$ cat src/rtl/ccflag_pkg.sv
package ccflag_pkg;

  // Status word flag positions
  localparam int BIT_C = 0;
  localparam int BIT_V = 1;
  localparam int BIT_Z = 2;
  localparam int BIT_N = 3;
  localparam int BIT_X = 4;
  localparam int BIT_R = 8;

  typedef enum logic [2:0] {
    OPC_ADD  = 3'd0,
    OPC_SUB  = 3'd1,
    OPC_MOVE = 3'd2,
    OPC_MCP  = 3'd3,
    OPC_MULS = 3'd4,
    OPC_MULU = 3'd5,
    OPC_BTST = 3'd6,
    OPC_LIVE = 3'd7
  } opc_e;

  localparam logic [1:0] SZ_BYTE = 2'd0;
  localparam logic [1:0] SZ_HALF = 2'd1;
  localparam logic [1:0] SZ_WORD = 2'd2;

  typedef struct packed {
    logic n;
    logic z;
    logic v;
    logic c;
  } nzvc_t;

endpackage

$ cat src/rtl/ccf_arith_eval.sv
module ccf_arith_eval
  import ccflag_pkg::*;
#(
  parameter int DATA_W = 32
) (
  input  logic [DATA_W-1:0] src_i,
  input  logic [DATA_W-1:0] dst_i,
  input  logic [DATA_W-1:0] res_i,
  input  logic [1:0]        size_i,
  input  logic              inv_src_i,
  output nzvc_t             flags_o
);
  localparam int IDX_W = $clog2(DATA_W);
  localparam logic [DATA_W-1:0] MASK_B = DATA_W'(8'hFF);
  localparam logic [DATA_W-1:0] MASK_H = DATA_W'(16'hFFFF);
  localparam logic [DATA_W-1:0] MASK_W = '1;

  logic [DATA_W-1:0] s_eff;
  logic [DATA_W-1:0] size_mask;
  logic [IDX_W-1:0]  sgn_idx;
  logic              s_sgn, d_sgn, r_sgn, r_zero;

  always_comb begin
    s_eff = inv_src_i ? ~src_i : src_i;
    case (size_i)
      SZ_BYTE: begin size_mask = MASK_B; sgn_idx = IDX_W'(7);  end
      SZ_HALF: begin size_mask = MASK_H; sgn_idx = IDX_W'(15); end
      default: begin size_mask = MASK_W; sgn_idx = IDX_W'(DATA_W-1); end
    endcase
    s_sgn  = s_eff[sgn_idx];
    d_sgn  = dst_i[sgn_idx];
    r_sgn  = res_i[sgn_idx];
    r_zero = ((res_i & size_mask) == '0);
  end

  always_comb begin
    flags_o = '0;
    if (r_sgn) begin
      flags_o.n = 1'b1;
      flags_o.v = ~s_sgn & ~d_sgn;
      flags_o.c = s_sgn & d_sgn;
    end else begin
      flags_o.z = r_zero;
      flags_o.v = s_sgn & d_sgn;
      flags_o.c = s_sgn | d_sgn;
    end
    if (inv_src_i) flags_o.c = ~flags_o.c;
  end

endmodule

$ cat src/rtl/ccf_logic_eval.sv
module ccf_logic_eval
  import ccflag_pkg::*;
#(
  parameter int DATA_W = 32
) (
  input  logic [DATA_W-1:0] res_i,
  input  logic [1:0]        size_i,
  output nzvc_t             flags_o
);
  localparam int HALF_W = 16;

  logic sgn, zero;

  always_comb begin
    if (size_i == SZ_HALF) begin
      sgn  = res_i[HALF_W-1];
      zero = (res_i[HALF_W-1:0] == '0);
    end else begin
      sgn  = res_i[DATA_W-1];
      zero = (res_i == '0);
    end
    flags_o   = '0;
    flags_o.n = sgn;
    flags_o.z = ~sgn & zero;
  end

endmodule

$ cat src/rtl/ccf_mul_eval.sv
module ccf_mul_eval
  import ccflag_pkg::*;
#(
  parameter int DATA_W = 32
) (
  input  logic [DATA_W-1:0] lo_i,
  input  logic [DATA_W-1:0] hi_i,
  input  logic              signed_i,
  output nzvc_t             flags_o
);
  logic hi_zero, hi_ext;

  always_comb begin
    hi_zero   = (hi_i == '0);
    hi_ext    = (hi_i == {DATA_W{lo_i[DATA_W-1]}});
    flags_o   = '0;
    flags_o.z = hi_zero & (lo_i == '0);
    flags_o.n = hi_i[DATA_W-1];
    flags_o.v = signed_i ? ~hi_ext : ~hi_zero;
  end

endmodule

$ cat src/rtl/ccf_btst_eval.sv
module ccf_btst_eval #(
  parameter int DATA_W = 32
) (
  input  logic [DATA_W-1:0]         val_i,
  input  logic [$clog2(DATA_W)-1:0] idx_i,
  output logic                      bit_o,
  output logic                      low_zero_o
);
  logic [DATA_W-1:0] low_mask;

  always_comb begin
    low_mask   = {DATA_W{1'b1}} >> (DATA_W - 1 - int'(idx_i));
    bit_o      = val_i[idx_i];
    low_zero_o = ((val_i & low_mask) == '0);
  end

endmodule

$ cat src/rtl/ccflag_eval.sv
module ccflag_eval
  import ccflag_pkg::*;
#(
  parameter int DATA_W      = 32,
  parameter int STAT_W      = 32,
  parameter int VER_W       = 8,
  parameter int VER_NEW_MIN = 32
) (
  input  logic              clk,
  input  logic              rst,
  input  logic              in_valid,
  input  logic [2:0]        op_class,
  input  logic [1:0]        size_code,
  input  logic [DATA_W-1:0] src_val,
  input  logic [DATA_W-1:0] dst_val,
  input  logic [DATA_W-1:0] res_val,
  input  logic [DATA_W-1:0] mul_hi,
  input  logic [STAT_W-1:0] upd_mask,
  input  logic              x_active,
  input  logic [VER_W-1:0]  cpu_version,
  input  logic [STAT_W-1:0] status_in,
  output logic [STAT_W-1:0] status_out,
  output logic              out_valid
);
  localparam int IDX_W = $clog2(DATA_W);
  localparam logic [STAT_W-1:0] X_ONLY = STAT_W'(1) << BIT_X;

  opc_e op;
  assign op = opc_e'(op_class);

  nzvc_t fl_arith, fl_mcp, fl_logic, fl_mul, fl_sel;
  logic  bt_bit, bt_lowz;

  ccf_arith_eval #(.DATA_W(DATA_W)) u_arith (
    .src_i(src_val), .dst_i(dst_val), .res_i(res_val),
    .size_i(size_code), .inv_src_i(op == OPC_SUB), .flags_o(fl_arith)
  );

  ccf_arith_eval #(.DATA_W(DATA_W)) u_mcp (
    .src_i(src_val), .dst_i(dst_val), .res_i(res_val),
    .size_i(SZ_WORD), .inv_src_i(1'b0), .flags_o(fl_mcp)
  );

  ccf_logic_eval #(.DATA_W(DATA_W)) u_logic (
    .res_i(res_val), .size_i(size_code), .flags_o(fl_logic)
  );

  ccf_mul_eval #(.DATA_W(DATA_W)) u_mul (
    .lo_i(res_val), .hi_i(mul_hi), .signed_i(op == OPC_MULS), .flags_o(fl_mul)
  );

  ccf_btst_eval #(.DATA_W(DATA_W)) u_btst (
    .val_i(dst_val), .idx_i(src_val[IDX_W-1:0]),
    .bit_o(bt_bit), .low_zero_o(bt_lowz)
  );

  // Flag source selection
  always_comb begin
    case (op)
      OPC_MCP:             fl_sel = fl_mcp;
      OPC_MULS, OPC_MULU:  fl_sel = fl_mul;
      OPC_MOVE:            fl_sel = (size_code == SZ_BYTE) ? fl_arith : fl_logic;
      default:             fl_sel = fl_arith;
    endcase
  end

  logic [STAT_W-1:0] flag_vec, wb_mask, merged, bt_stat, next_stat;

  always_comb begin
    flag_vec        = '0;
    flag_vec[BIT_N] = fl_sel.n;
    flag_vec[BIT_Z] = fl_sel.z;
    flag_vec[BIT_V] = fl_sel.v;
    if (op == OPC_MCP) flag_vec[BIT_R] = fl_sel.c;
    else               flag_vec[BIT_C] = fl_sel.c;

    wb_mask = upd_mask | X_ONLY;
    if (x_active && flag_vec[BIT_Z]) wb_mask[BIT_Z] = 1'b0;
    merged = (status_in & ~wb_mask) | (flag_vec & wb_mask);

    bt_stat        = status_in;
    bt_stat[BIT_X] = 1'b0;
    bt_stat[BIT_N] = bt_bit;
    bt_stat[BIT_Z] = bt_lowz;
    if (cpu_version < VER_W'(VER_NEW_MIN)) begin
      bt_stat[BIT_V] = 1'b0;
      bt_stat[BIT_C] = 1'b0;
    end

    case (op)
      OPC_LIVE: next_stat = status_in;
      OPC_BTST: next_stat = bt_stat;
      default:  next_stat = merged;
    endcase
  end

  always_ff @(posedge clk) begin
    if (rst) begin
      status_out <= '0;
      out_valid  <= 1'b0;
    end else begin
      out_valid <= in_valid;
      if (in_valid) status_out <= next_stat;
    end
  end


  valid_pulse_chk: assert property (@(posedge clk) disable iff (rst)
    in_valid |=> out_valid);

  idle_hold_chk: assert property (@(posedge clk) disable iff (rst)
    !in_valid |=> (!out_valid && $stable(status_out)));

  live_keep_chk: assert property (@(posedge clk) disable iff (rst)
    (in_valid && op_class == 3'd7) |=> (status_out == $past(status_in)));

  btst_xclr_chk: assert property (@(posedge clk) disable iff (rst)
    (in_valid && op_class == 3'd6) |=> !status_out[BIT_X]);

  unmasked_keep_chk: assert property (@(posedge clk) disable iff (rst)
    (in_valid && op_class < 3'd6) |=>
      (((status_out ^ $past(status_in)) & ~($past(upd_mask) | X_ONLY)) == '0));

  sticky_z_chk: assert property (@(posedge clk) disable iff (rst)
    (in_valid && op_class < 3'd6 && x_active && !status_in[BIT_Z]) |=> !status_out[BIT_Z]);

  mulu_ovf_chk: assert property (@(posedge clk) disable iff (rst)
    (in_valid && op_class == 3'd5 && upd_mask[BIT_V] && mul_hi != '0) |=> status_out[BIT_V]);

endmodule

$ cat config.mk
export PLATFORM = sky130hd
export DESIGN_NAME = ccflag_eval
export DESIGN_NICKNAME = d
export VERILOG_FILES = /design/src/rtl/ccflag_pkg.sv /design/src/rtl/ccf_arith_eval.sv /design/src/rtl/ccf_logic_eval.sv /design/src/rtl/ccf_mul_eval.sv /design/src/rtl/ccf_btst_eval.sv /design/src/rtl/ccflag_eval.sv
export SDC_FILE = /design/constraint.sdc
export NUM_CORES = 1
export LEC_CHECK = 0
export ABC_AREA = 1
export CORE_AREA = 2 2 93 95
export DETAILED_ROUTE_END_ITERATION = 10
export DIE_AREA = 0 0 95 97
export DONT_BUFFER_PORTS = 1
export PLACE_DENSITY = 0.7
export SLEW_MARGIN = 20
export SYNTH_ARGS = -nofsm -noshare
export SYNTH_HDL_FRONTEND = slang
export SYNTH_HIERARCHICAL = 1
export SYNTH_SLANG_ARGS = --single-unit
export TNS_END_PERCENT = 20
$ cat constraint.sdc
create_clock -name clk -period 4.7 [get_ports clk]
set_clock_uncertainty 0.05 [all_clocks]
set_input_delay 0.94 -clock clk [delete_from_list [all_inputs] [get_ports clk]]
set_output_delay 0.94 -clock clk [all_outputs]
set_load 0.05 [all_outputs]
### After elaboration in Yosys (flattened, before gate mapping)

Cells that the tools add are included.

| word-level totals | value |
|---|---|
| register bits | 33 |
| input bits | 209 |
| logic and storage cells | 75 |

| cells by class | value |
|---|---|
| $add $sub $neg | 1 |
| order comparisons | 3 |
| equality and inequality tests | 9 |
| shifts and indexed selects | 1 |
| muxes and demuxes | 28 |
| bitwise gates (word level) | 23 |
| reduce and logical (&&, ||, !) cells | 8 |

Operator list:

| kind | number |
|---|---|
| zero test 32 bit | 4 |
| case mux 32 bit (2 select lines) | 2 |
| AND 32 bit | 3 |
| NOT 32 bit | 2 |
| AND 9 x 32 -> 32 bit | 1 |
| equality test 32 bit | 1 |
| 2-to-1 mux 32 bit | 1 |
| bitwise OR 32 bit | 1 |
| right shift 32 x 32 -> 32 bit, first input constant | 1 |
| binary-select mux 1 bit (select 5 bit) | 4 |
| zero test 16 bit | 1 |
| 2-to-1 mux 1 bit | 15 |
| equality test 3 bit, second input constant | 4 |
| < comparator 5 x 6 -> 1 bit, second input constant | 2 |
| case mux 4 bit (3 select lines) | 1 |
| case mux 5 bit (2 select lines) | 1 |
| < comparator 8 x 6 -> 1 bit, second input constant | 1 |
| NOT 1 bit | 8 |
| AND 1 bit | 6 |
| equality test 3 x 2 -> 1 bit, second input constant | 2 |
| 2-to-1 mux 2 bit | 3 |
| subtractor 5 x 5 -> 6 bit, first input constant | 1 |
| 2-to-1 mux 4 bit | 1 |
| equality test 3 x 1 -> 1 bit, second input constant | 1 |
| 5 further kinds | 6 |

### Depth between registers and ports, before layout

Gate-level depths: netlist (run 1).

| depth | value |
|---|---|
| word-level depth | 17 |
| mapped depth | 20 |
| depth with buffers taken out | 20 |

### Modules after synthesis

The synthesis (run 1) kept the hierarchy.

Modules (own cells, without submodules):

| module | instances | cells each | area an instance (µm²) | seq. area each (µm²) |
|---|---|---|---|---|
| ccflag_eval | 1 | 250 | 1722.9 | 660.6 |
| ccf_btst_eval | 1 | 163 | 743.2 | 0.0 |
| ccf_arith_eval | 2 | 62 | 284.0 | 0.0 |
| ccf_mul_eval | 1 | 113 | 471.7 | 0.0 |
| ccf_logic_eval | 1 | 38 | 171.4 | 0.0 |

### Worst setup path after synthesis (run 1)

OpenSTA, ideal clock, no wires.

| path | value |
|---|---|
| kind | input-to-reg |
| start | in op_class[1] |
| end | reg status_out[0] |
| library setup time | 0.120 ns |
| arrival | 2.509 ns |
| path slack | 2.020 ns |
| cell stages on the path | 19 |
| cell sequence | buf_4 -> nor3_1 -> inv_2 -> nand2_1 -> nand3_1 -> nand3_1 -> nand2_1 -> nand2_1 -> nand2_1 -> nand2_1 -> nand2_1 -> inv_1 -> nand2_1 -> nand3_1 -> nand3_1 -> nand2_1 -> nand2_1 -> nand2_1 -> a21oi_1 |

RTL lines:

| what | line | text |
|---|---|---|
| start, declared | ccflag_eval.sv:12 | `input logic [2:0] op_class,` |
| end signal, assigned | ccflag_eval.sv:103 | `if (in_valid) status_out <= next_stat;` |
| end, declared | ccflag_eval.sv:22 | `output logic [STAT_W-1:0] status_out,` |

==> results of run 1 <==
## sequential cells by signal (all words and copies together) (netlist names)
signal      count
out_valid       1
status_out     32
## worst max-delay path: stages
cell and delay (ns):
inv_1 0.05, nor3_1 0.51, inv_2 0.12, nand2_1 0.09, nand3_1 0.10, nand3_1 0.12, nand2_1 0.06, nand2_1 0.07
nand3_1 0.06, nand2_1 0.13, inv_1 0.04, nand2_1 0.05, nand3_1 0.07, nand3_1 0.08, nand2_1 0.07, nand2_1 0.06
nand2_1 0.04, a21oi_1 0.10
## cell usage in the layout, fill, tap and decap left out, drive strengths merged, types with 3 or more instances in the layout
cell type | netlist | layout
nand2 | 201 | 201
nor2 | 131 | 131
o21ai | 83 | 83
inv | 62 | 62
nand3 | 53 | 53
a21oi | 38 | 38
dfxtp | 33 | 33
nand4 | 24 | 24
conb | 4 | 15
clkbuf | 10 | 7
nor3 | 6 | 6
o22ai | 4 | 4
nor4 | 4 | 4
nand3b | 3 | 3
## through the flow
step / area [um2] / utilization / setup slack (ns) / power (uW) / hold slack (ns)
after detailed placement: 3640 / 0.448 / 1.80 / 575 / 0.732
after global routing: 3760 / 0.462 / 1.81 / 898 / 0.661
final: 3760 / 0.462 / 2.06 / 845 / 0.675
after CTS: 3760 / 0.462 / 2.09 / 851 / 0.662
after floorplan: 3720 / - / 2.02 / 570 / 0.698
after global placement: 3640 / 0.448 / 1.89 / 569 / 0.726
## metal layers
metal	GRT usage	vias up	share of wire	wire (um)
li1	-	2197	-	-
met1	0.259	1853	0.38	4170
met2	0.417	217	0.50	5580
met3	0.0615	18	0.11	1160
met4	0.0669	0	0.014	159
met5	0	-	0	0
## power by group through the flow
| stage | registers [uW] | logic (uW) | clock network, uW |
|---|---|---|---|
| after floorplan | 381 | 190 | 0 |
| after global placement | 386 | 183 | 0 |
| after detailed placement | 386 | 189 | 0 |
| after CTS | 379 | 190 | 282 |
| after global routing | 381 | 224 | 293 |
| final | 379 | 192 | 274 |
## worst min-delay path by stage
stage                   startpoint              to  slack, ns
floorplan           status_out[29]  status_out[29]       0.70
global placement    status_out[10]  status_out[10]       0.73
detailed placement   status_out[5]   status_out[5]       0.73
CTS                            rst       out_valid       0.66
global route                   rst       out_valid       0.66
finish                         rst       out_valid       0.68
## cell families (layout without fill, tap and decap cells)
| group | count (synthesis) | in the layout | synth area share |
|---|---|---|---|
| buffers and inverters | 95 | 71 | 0.122 |
| other | 4 | 15 | 0.00408 |
| multiplexers | 1 | 1 | 0.00306 |
| AO/OA/AOI/OAI | 131 | 131 | 0.186 |
| flip-flops | 33 | 33 | 0.180 |
| AND/OR/NAND/NOR | 424 | 424 | 0.506 |
## cell type report
class,instances,share of cell area
inverter,63,0.0636
tap,105,0.0350
sequential,33,0.176
clock inverter,1,0.00799
clock buffer,7,0.0230
multi-input combinational,571,0.695
==> metrics.yaml, run 1 <==
critical_path:
  regToRegSetupSlack_ns: 3.59
  startpoint: "op_class[0]"
  path_max_fanout: 5
  arrival_ns: 2.80
  r2r_end: "status_out[2]"
  start_kind: "input port"
  rr_startpoint: "status_out[2]"
  critPathKind: "in2reg"
  endpoint: "status_out[0]"
  crit_path_end_kind: "register"
  required_ns: 4.86
  r2r_cells: 2
grt:
  grt_max_degree: 62
  grt_pass1_wl_um: 17600
  antenna_found_initial: 0
  grt_pass1_vias: 3953
  groute.usage.overall: 0.230
  overflow: 0
routing:
  wl_um: 11100
  drtAntennaViolNets: 0
  num_vias: 4285
  drt-pass1-iter-count: 5
  vias_per_cell: 5.49
  drcViolationCount: 0
  routedWlPerCell_um: 14.2
  first_iter_violations: 205
power:
  leakagePower_uw: 0.00169
  intPower_uw: 548
  switchingPower_uw: 296
  ir_drop_mv: 0.103
  swShare: 0.351
  seqPwrFrac: 0.449
  clkPwrFrac: 0.324
  p_comb_frac: 0.227
  power_density_nw_per_um2: 225
logic_synthesis:
  synth.area.top_cells: "nand2_1 19%, dfxtp_1 18%, nor2_1 13%"
  synthTopCellsByCount: "184 x nand2_1, 123 x nor2_1, 61 x o21ai_0"
  synth_edf_count: 0
  ys_seq_area_frac: 0.180
  synth.most_common_cell: "nand2_1"
  ys.flop_type: "dfxtp_1"
  synth_area_um2: 3680
  ys_types: 36
  ys_ff_latch: 33
  synth_cells: 688
  ys_warn_count: 6
  synth.largest_area_cell: "nand2_1"
  yosys.area.top_type_share: 0.188
  syn_avg_cell_area_um2: 5.34
  async_flop_share: 0
place:
  io_buffers: 0
  dp_cells: 772
  place.gp.congestion: 0.889
  dpl.hpwl_um: 9010
cells_and_area:
  area_delta_synth_final_pct: 2.18
  ff_latch_area_um2: 661
  finalNonFillerCells: 780
  nets: 883
  antenna_cells: 0
  multiInputGateArea_um2: 2610
  drive_above_1_share: 0.0770
  n_fill_cell: 860
timing:
  fmax_ghz: 0.379
  period_share: 0.561
  slew_viol_final: 0
  worst_pin_slew_ns: 0.739
  setup_viol: 0
  slew_headroom: 0.507
  min_period_ns: 2.64
  hold_violations: 0
  tns_ns: 0
  rsz0062_at_grt: "no"
cts:
  numCtsBuffers: 5
  root_buffer: "clkbuf_8"
  clock-sinks: 33
  clk_path_buf_depth: 2
  postCtsSetupBuffers: 0
  cts.htree.levels: 2
  tritoncts: "built"
  ctsHoldBuffers: 0
  cts_resized: 0
  cts.clk_slew.worst_paths_ns: 0.06
  clock_latency_ns: 0.28
floorplan:
  die_x_um: 95
  row_count: 33
  start_util: 0.452
  core_area_um2: 8130
  fp.dieArea_um2: 9220
  io_pins: 242
  die_y_um: 97
run_status:
  status: "finished clean"
min_path:
  hold_path_class: "in2reg"
  hold-path-cell-count: 1
flow_run:
  max_cap_viol_count: 0
Note: power is estimated with default switching activity, not from simulation.
==> run 2: changes to the inputs <==
--- a/config.mk
+++ b/config.mk
@@ -6,9 +6,9 @@
 export NUM_CORES = 1
 export LEC_CHECK = 0
 export ABC_AREA = 1
-export CORE_AREA = 2 2 93 95
+export CORE_AREA = 2 2 95 97
 export DETAILED_ROUTE_END_ITERATION = 10
-export DIE_AREA = 0 0 95 97
+export DIE_AREA = 0 0 97 99
 export DONT_BUFFER_PORTS = 1
 export PLACE_DENSITY = 0.7
 export SLEW_MARGIN = 20
==> constraint.sdc (replaced) <==
create_clock -name clk -period 2.2 [get_ports clk]
set_clock_uncertainty 0.05 [all_clocks]
set_input_delay 0.44 -clock clk [delete_from_list [all_inputs] [get_ports clk]]
set_output_delay 0.44 -clock clk [all_outputs]
set_load 0.05 [all_outputs]
==> run 2 against run 1 <==
Against the previous run: count of clock-buffer cells in the layout is 2 lower; cell count is 0.51% higher; first-iteration DRC count is 7.3% higher; critical path type unchanged; critical endpoint unchanged.
==> metrics.yaml, run 2 (same netlist as run 1, synthesis figures left out) <==
cts:
  clock_latency_ns: 0.27  # was 0.28 ns
  postCtsSetupBuffers: 0  # unchanged
  clk_path_buf_depth: 2  # unchanged
  root_buffer: "clkbuf_8"  # unchanged
  clock-sinks: 33  # unchanged
  ctsHoldBuffers: 0  # unchanged
  cts.htree.levels: 2  # unchanged
  tritoncts: "built"  # unchanged
  numCtsBuffers: 5  # unchanged
  cts_resized: 0  # unchanged
  cts.clk_slew.worst_paths_ns: 0.06  # about the same
power:
  leakagePower_uw: 0.00168  # was 0.00169 uW
  ir_drop_mv: 0.217  # was 0.103 mV
  power_density_nw_per_um2: 441  # was 225 nW/um2
routing:
  routedWlPerCell_um: 13.7  # was 14.2 um
  wl_um: 10800  # was 11100 um
  num_vias: 4297  # was 4285
  drtAntennaViolNets: 0  # unchanged
  drt-pass1-iter-count: 5  # unchanged
  vias_per_cell: 5.48  # was 5.49
  drcViolationCount: 0  # unchanged
  first_iter_violations: 220  # was 205
timing:
  rsz0062_at_grt: "no"  # unchanged
  fmax_ghz: 0.530
  period_share: 0.857
  worst_pin_slew_ns: 0.747  # was 0.739 ns
  tns_ns: 0  # unchanged
  holdWs_ns: 0.181  # was 0.675 ns
  slew_headroom: 0.501  # was 0.507
  setup_viol: 0  # unchanged
  slew_viol_final: 0  # unchanged
  hold_violations: 0  # unchanged
  min_period_ns: 1.89
floorplan:
  row_count: 34  # was 33
  core_area_um2: 8550  # was 8130 um2
  die_y_um: 99  # was 97 um
  start_util: 0.430  # was 0.452
  fp.dieArea_um2: 9600  # was 9220 um2
  die_x_um: 97  # was 95 um
  io_pins: 242  # unchanged
grt:
  groute.usage.overall: 0.215  # was 0.230
  overflow: 0  # unchanged
  grt_max_degree: 62  # unchanged
  grt_pass1_vias: 3975  # was 3953
  grt_pass1_wl_um: 17700  # was 17600 um
  antenna_found_initial: 0  # unchanged
cells_and_area:
  top_register: "status_out"  # unchanged
  largestRegisters: "status_out: 32 flops, out_valid: 1 flops"  # unchanged
  nets: 884  # was 883
  final_common_cell: "nand2_1"  # unchanged
  final_cell_mix: "184 x nand2_1, 123 x nor2_1, 61 x o21ai_0"  # unchanged
  post-route-cell-area_um2: 3740  # was 3760 um2
  drive_above_1_share: 0.0799  # was 0.0770
  area_delta_synth_final_pct: 1.67  # was 2.18%
  antenna_cells: 0  # unchanged
  largest_register_ff_count: 32  # unchanged
  n_fill_cell: 930  # was 860
critical_path:
  required_ns: 2.35  # was 4.86 ns
  critPathKind: "in2reg"  # unchanged
  start_kind: "input port"  # unchanged
  crit_path_end_kind: "register"  # unchanged
  arrival_ns: 2.03  # was 2.80 ns
  path_max_fanout: 5  # unchanged
place:
  placed_area_um2: 3650  # was 3640 um2
  place.gp.congestion: 0.948  # was 0.889
  io_buffers: 0  # unchanged
  dpl.hpwl_um: 8780  # was 9010 um
run_status:
  status: "finished clean"  # unchanged
min_path:
  hold_path_class: "in2reg"  # unchanged
flow_run:
  max_cap_viol_count: 0  # unchanged
run 2: cell count changes in the layout (fill, tap and decap cells not counted):
cell        before  now
clkinvlp_4       0    1
buf_4            0    1
clkbuf_1         1    0
clkbuf_8         6    5
bufinv_16        1    0
clkinv_2         0    2
run 2: power breakdown:
group          total (uW)  internal (uW)  switching [uW]
Sequential            809            639             170
Combinational         412            164             247
Clock                 426            218             208
Total                1650           1020             626
run 2: stage by stage:
| stage | power, uW | instances | util | setup slack (ns) |
|---|---|---|---|---|
| after global routing | 1770 | 784 | 0.437 | 0.0314 |
| after detailed placement | 1230 | 776 | 0.427 | 0.0602 |
| after floorplan | 1220 | 699 | - | 0.0205 |
| final | 1650 | 784 | 0.437 | 0.314 |
| after global placement | 1220 | 776 | 0.427 | 0.131 |
| after CTS | 1670 | 784 | 0.437 | 0.341 |
run 2: critical path: stages:
cell	delay, ns
inv_1	0.05
nor3_1	0.19
buf_4	0.18
inv_2	0.05
nand2_1	0.05
nand2_1	0.05
nand2_1	0.07
nand3_1	0.09
nand2_1	0.07
nand2_1	0.06
nand2_1	0.06
nand2_1	0.05
nand2_1	0.07
inv_1	0.04
nand2_1	0.05
nand3_1	0.08
nand3_1	0.09
nand2_1	0.07
nand2_1	0.06
nand2_1	0.05
a21oi_1	0.13
run 2: worst paths after layout:
check	endpoint	slack, ns	depth (start not counted)	from
setup reg to reg	status_out[2]	1.08	2	status_out[2]
hold reg to reg	status_out[23]	0.74	2	status_out[23]
hold / removal	out_valid	0.18	1	rst
setup / recovery	status_out[0]	0.31	21	op_class[0]
run 2: area by class of cell:
type	instances	area [um2]	area share
multi-input cells	571	2610	0.698
flip-flops and latches	33	661	0.177
inverters	63	239	0.0639
well taps	108	135	0.0361
clock buffers	5	68.8	0.0184
clock inverters	3	17.5	0.00469
repair buffers	1	7.51	0.00201
run 2: routing by layer:
layer  track usage  vias to the layer above  share of wire
met3        0.0610                       12           0.10
met4        0.0531                        0          0.012
li1              -                     2206              -
met2         0.382                      193           0.49
met1         0.256                     1886           0.40
met5             0                        -              0
